$ cat src/rtl/layer_mixer.sv
module layer_mixer #(
  parameter int CW = 8
) (
  input  logic            clk,
  input  logic            rst_n,
  input  logic            mode_transp,
  input  logic            prio_bg,
  input  logic            bg_valid,
  output logic            bg_ready,
  input  logic [4*CW-1:0] bg_pix,
  input  logic            ov_valid,
  output logic            ov_ready,
  input  logic [4*CW-1:0] ov_pix,
  output logic            out_valid,
  input  logic            out_ready,
  output logic [4*CW-1:0] out_pix
);
  localparam int PW = 4 * CW;
  localparam int W2 = 2 * CW + 1;
  localparam logic [CW-1:0] FULL = '1;

  logic          space, take;
  logic [CW-1:0] ova, bga;
  logic [PW-1:0] mix, pick;

  assign space    = !out_valid || out_ready;
  assign bg_ready = ov_valid && space;
  assign ov_ready = bg_valid && space;
  assign take     = bg_valid && ov_valid && space;

  assign ova = ov_pix[3*CW +: CW];
  assign bga = bg_pix[3*CW +: CW];

  for (genvar i = 0; i < 4; i++) begin : g_ch
    logic [W2-1:0] fg, bk, sum;
    assign fg  = (i == 3) ? W2'(FULL) : W2'(ov_pix[i*CW +: CW]);
    assign bk  = W2'(bg_pix[i*CW +: CW]);
    assign sum = fg * W2'(ova) + bk * W2'(FULL - ova) + W2'(FULL >> 1);
    assign mix[i*CW +: CW] = CW'(sum / W2'(FULL));
  end

  assign pick = prio_bg ? ((bga != '0) ? bg_pix : ov_pix)
                        : ((ova != '0) ? ov_pix : bg_pix);

  always_ff @(posedge clk) begin
    if (!rst_n) begin
      out_valid <= 1'b0;
      out_pix   <= '0;
    end else if (take) begin
      out_valid <= 1'b1;
      out_pix   <= mode_transp ? pick : mix;
    end else if (out_ready) begin
      out_valid <= 1'b0;
    end
  end
endmodule

$ cat config.mk
export PLATFORM = sky130hd
export DESIGN_NAME = layer_mixer
export DESIGN_NICKNAME = d
export VERILOG_FILES = /design/src/rtl/layer_mixer.sv
export SDC_FILE = /design/constraint.sdc
export NUM_CORES = 2
export LEC_CHECK = 0
export ABC_AREA = 1
export CAP_MARGIN = 20
export CORE_MARGIN = 4
export CORE_UTILIZATION = 65
export CTS_CLUSTER_DIAMETER = 50
export DETAILED_ROUTE_END_ITERATION = 6
export GPL_ROUTABILITY_DRIVEN = 0
export HOLD_SLACK_MARGIN = 0.08
export PLACE_DENSITY_LB_ADDON = 0.2
export SETUP_SLACK_MARGIN = 0.15
export SYNTH_ARGS = -nofsm -noshare
export SYNTH_HDL_FRONTEND = slang
export SYNTH_SLANG_ARGS = --single-unit
$ cat constraint.sdc
create_clock -name clk -period 14.39 [get_ports clk]
set_input_delay 1.439 -clock clk [delete_from_list [all_inputs] [get_ports clk]]
set_output_delay 1.439 -clock clk [all_outputs]
set_load 0.01 [all_outputs]
==> metrics <==
initial antenna violation count=3; post-synth top area share=28.6%; DR iter-0 viols=1,856; Seq/Total Area, Yosys=2.33%; Startpoint Class=input pin; synthesized area=0.0283 mm²; number of synthesized flops with an enable pin=0; DRT Wirelength=70,500 µm; post-synthesis instance total=4,353; multiplexer share of the synthesized area=0%; Area Overhead vs Synth=5.57%; Clock Tree Root=clkbuf_16; setup TNS=0 ns; DRC=0; hpwl dp=57,800 µm; clock latency reported for the late side of the worst-skew pair=0.31 ns; R2R setup slack=12.43 ns; Final min period=12.53 ns; post-route ant nets=0; main combinational cell family by area after synthesis=adder cells; Simple-Gate Fraction of Synth Area=34.7%; DR vias/cell=5.30; Vias=26,300; min-delay src=out_pix[13]$_SDFFE_PN0P_; Max FO, Critical Path=31; Total Routing Usage GR=30.8%; Final Hold Viols=0; CP endpoint kind=flop; CP max-delay cell=fa_1; MaxCap Viol Count=0; Clock Skew=0.00927 ns; Worst-Margin Slew=1.06 ns; IO buf count=105; final hold slack=0.464 ns; die area=0.0470 mm²; Worst Setup SP=ov_pix[28]; hold endpoint=out_pix[13]$_SDFFE_PN0P_; WL per Instance=14.2 µm; Clock Pin Slew Worst Setup and Hold Paths=0.07 ns; Compound-Gate Fraction of Synth Area=6.79%; synthesized flop and latch total=33; first-pass GRT wire length=121,000 µm; Hold-fix buffers, CTS=0; outcome=complete, no violations; Mean Syn Cell Area=6.51 µm²; CP arrival=12.70 ns; post-CTS setup buffers=0; dominant cells by area after synthesis=fa_1, nand2_1, inv_1; adder-cell share of the synthesized area=39.3%; vias in the first global route=26,000; # resized after CTS=0; syn_nets=5,071; DIE WIDTH=217 µm; htree depth=2; distinct cell type count after synthesis=60; maximum root-to-sink buffer count=2; final worst-path cycle share=87.1%; Die Span Y=217 µm; total gr overflow=0; Yosys warning total=0; fin area=0.0299 mm²; cts bufs inserted=5; WP data required=14.56 ns; layout cell share with drive strength beyond 1=8.10%; most used cell along the critical path=nand2_1; fill count=3,891; top_reg_cell synth=dfxtp_1; fin util=69.4%; io pins=106; row cnt=76; R2R cell count=8; CTS tree=built; HP Class=flop to flop; Core Box Area=0.0431 mm²; Synth Area in XOR/XNOR=1.52%; worst reg2reg startpoint=out_valid$_SDFFE_PN0P_; asr flop ratio synth=0%; Crit Path Class=input pin to flop; RSZ-0062 raised after global routing=no; Initial Util=65.8%; Slew headroom=28.9%; Final Slew Violations=0; final setup violation count=0; CP max stage delay=0.55 ns; worst hold path depth=2; final layout net count=5,100; First-pass DRT Iterations=6; reg-to-reg endpoint=out_pix[7]$_SDFFE_PN0P_; leading area contributor after synthesis=fa_1; Placement Cell Area=0.0298 mm²; largest net degree at the start of global routing=51; achievable clock frequency=0.0798 GHz; CTS Sinks=33
[worst max-delay path: cells and delay by family]
kind | cells | cell delay [ns]
AND/OR/NAND/NOR | 48 | 5.42
adder cells (fa/ha/maj) | 8 | 3.74
AO/OA/AOI/OAI | 4 | 0.56
buffers and inverters | 9 | 1.45
[metal layers]
metal | vias up | share of wire, % | GRT usage [%]
li1 | 13100 | - | -
met1 | 12100 | 42 | 40.4
met2 | 898 | 46 | 51.7
met3 | 153 | 7.5 | 4.86
met4 | 2 | 3.9 | 11.5
met5 | - | 0.018 | 0
[cell usage in the layout (no fill, tap or decap), types with 10 or more instances in the layout]
| master | n |
|---|---|
| a21oi_1 | 111 |
| a31oi_1 | 10 |
| buf_4 | 13 |
| clkdlybuf4s50_1 | 97 |
| clkinv_1 | 10 |
| dfxtp_1 | 33 |
| fa_1 | 405 |
| ha_1 | 242 |
| inv_1 | 993 |
| inv_2 | 41 |
| nand2_1 | 1162 |
| nand2_2 | 109 |
| nand2_4 | 38 |
| nand3_1 | 250 |
| nand3_2 | 32 |
| nand3b_1 | 24 |
| nand4_1 | 45 |
| nor2_1 | 381 |
| nor2_2 | 46 |
| nor2_4 | 15 |
| nor3_1 | 15 |
| o211ai_1 | 33 |
| o21ai_0 | 91 |
| o21ai_1 | 48 |
| xnor2_1 | 10 |
| xor2_1 | 36 |
[area by class of cell]
cell class | instances | area [µm²] | share of cell area [%]
multi-input combinational | 3179 | 23300 | 78.0
sequential | 33 | 661 | 2.21
tap | 585 | 732 | 2.45
inverter | 1045 | 3930 | 13.1
timing repair buffer | 118 | 1110 | 3.71
clock inverter | 3 | 17.5 | 0.0586
antenna | 3 | 7.51 | 0.0251
clock buffer | 5 | 125 | 0.418
[Yosys cell counts (33+ instances only)]
| cell type | count |
|---|---|
| nand2_1 | 1163 |
| inv_1 | 993 |
| fa_1 | 405 |
| nor2_1 | 381 |
| nand3_1 | 250 |
| ha_1 | 242 |
| a21oi_1 | 111 |
| nand2_2 | 108 |
| o21ai_0 | 91 |
| clkbuf_1 | 67 |
| o21ai_1 | 48 |
| nor2_2 | 46 |
| nand4_1 | 45 |
| inv_2 | 41 |
| nand2_4 | 38 |
| xor2_1 | 36 |
| dfxtp_1 | 33 |
| o211ai_1 | 33 |
[worst max-delay path by stage]
stage	endpoint	slack, ns	cells past startpoint
2_1_floorplan	out_pix[16]$_SDFFE_PN0P_	3.28	72
3_3_place_gp	out_pix[16]$_SDFFE_PN0P_	1.76	69
3_5_place_dp	out_pix[16]$_SDFFE_PN0P_	1.63	69
4_1_cts	out_pix[16]$_SDFFE_PN0P_	1.93	69
5_1_grt	out_pix[16]$_SDFFE_PN0P_	0.81	69
6_report	out_pix[16]$_SDFFE_PN0P_	1.86	69
[kinds of logic (layout without fill, tap and decap cells)]
| family | Yosys count | after routing |
|---|---|---|
| other | 0 | 3 |
| AOI/OAI and AO/OA | 335 | 335 |
| and+or+nand+nor | 2150 | 2150 |
| xor gates and xnor gates | 47 | 47 |
| buffers and inverters | 1141 | 1171 |
| adders and majority gates | 647 | 647 |
| DFF | 33 | 33 |
[through the flow]
stage | cells | worst slack, ns
floorplan | 4353 | 3.28
global placement | 4960 | 1.76
detailed placement | 4960 | 1.63
CTS | 4968 | 1.93
global route | 4970 | 0.805
finish | 4971 | 1.86
[state kept, by name (all words and copies together), names as in the netlist]
| signal | flops |
|---|---|
| out_pix | 32 |
| out_valid | 1 |
Power is left out: the tool's default activity adds up to more than one toggle a clock period on the data nets, which glitch-free logic cannot reach.
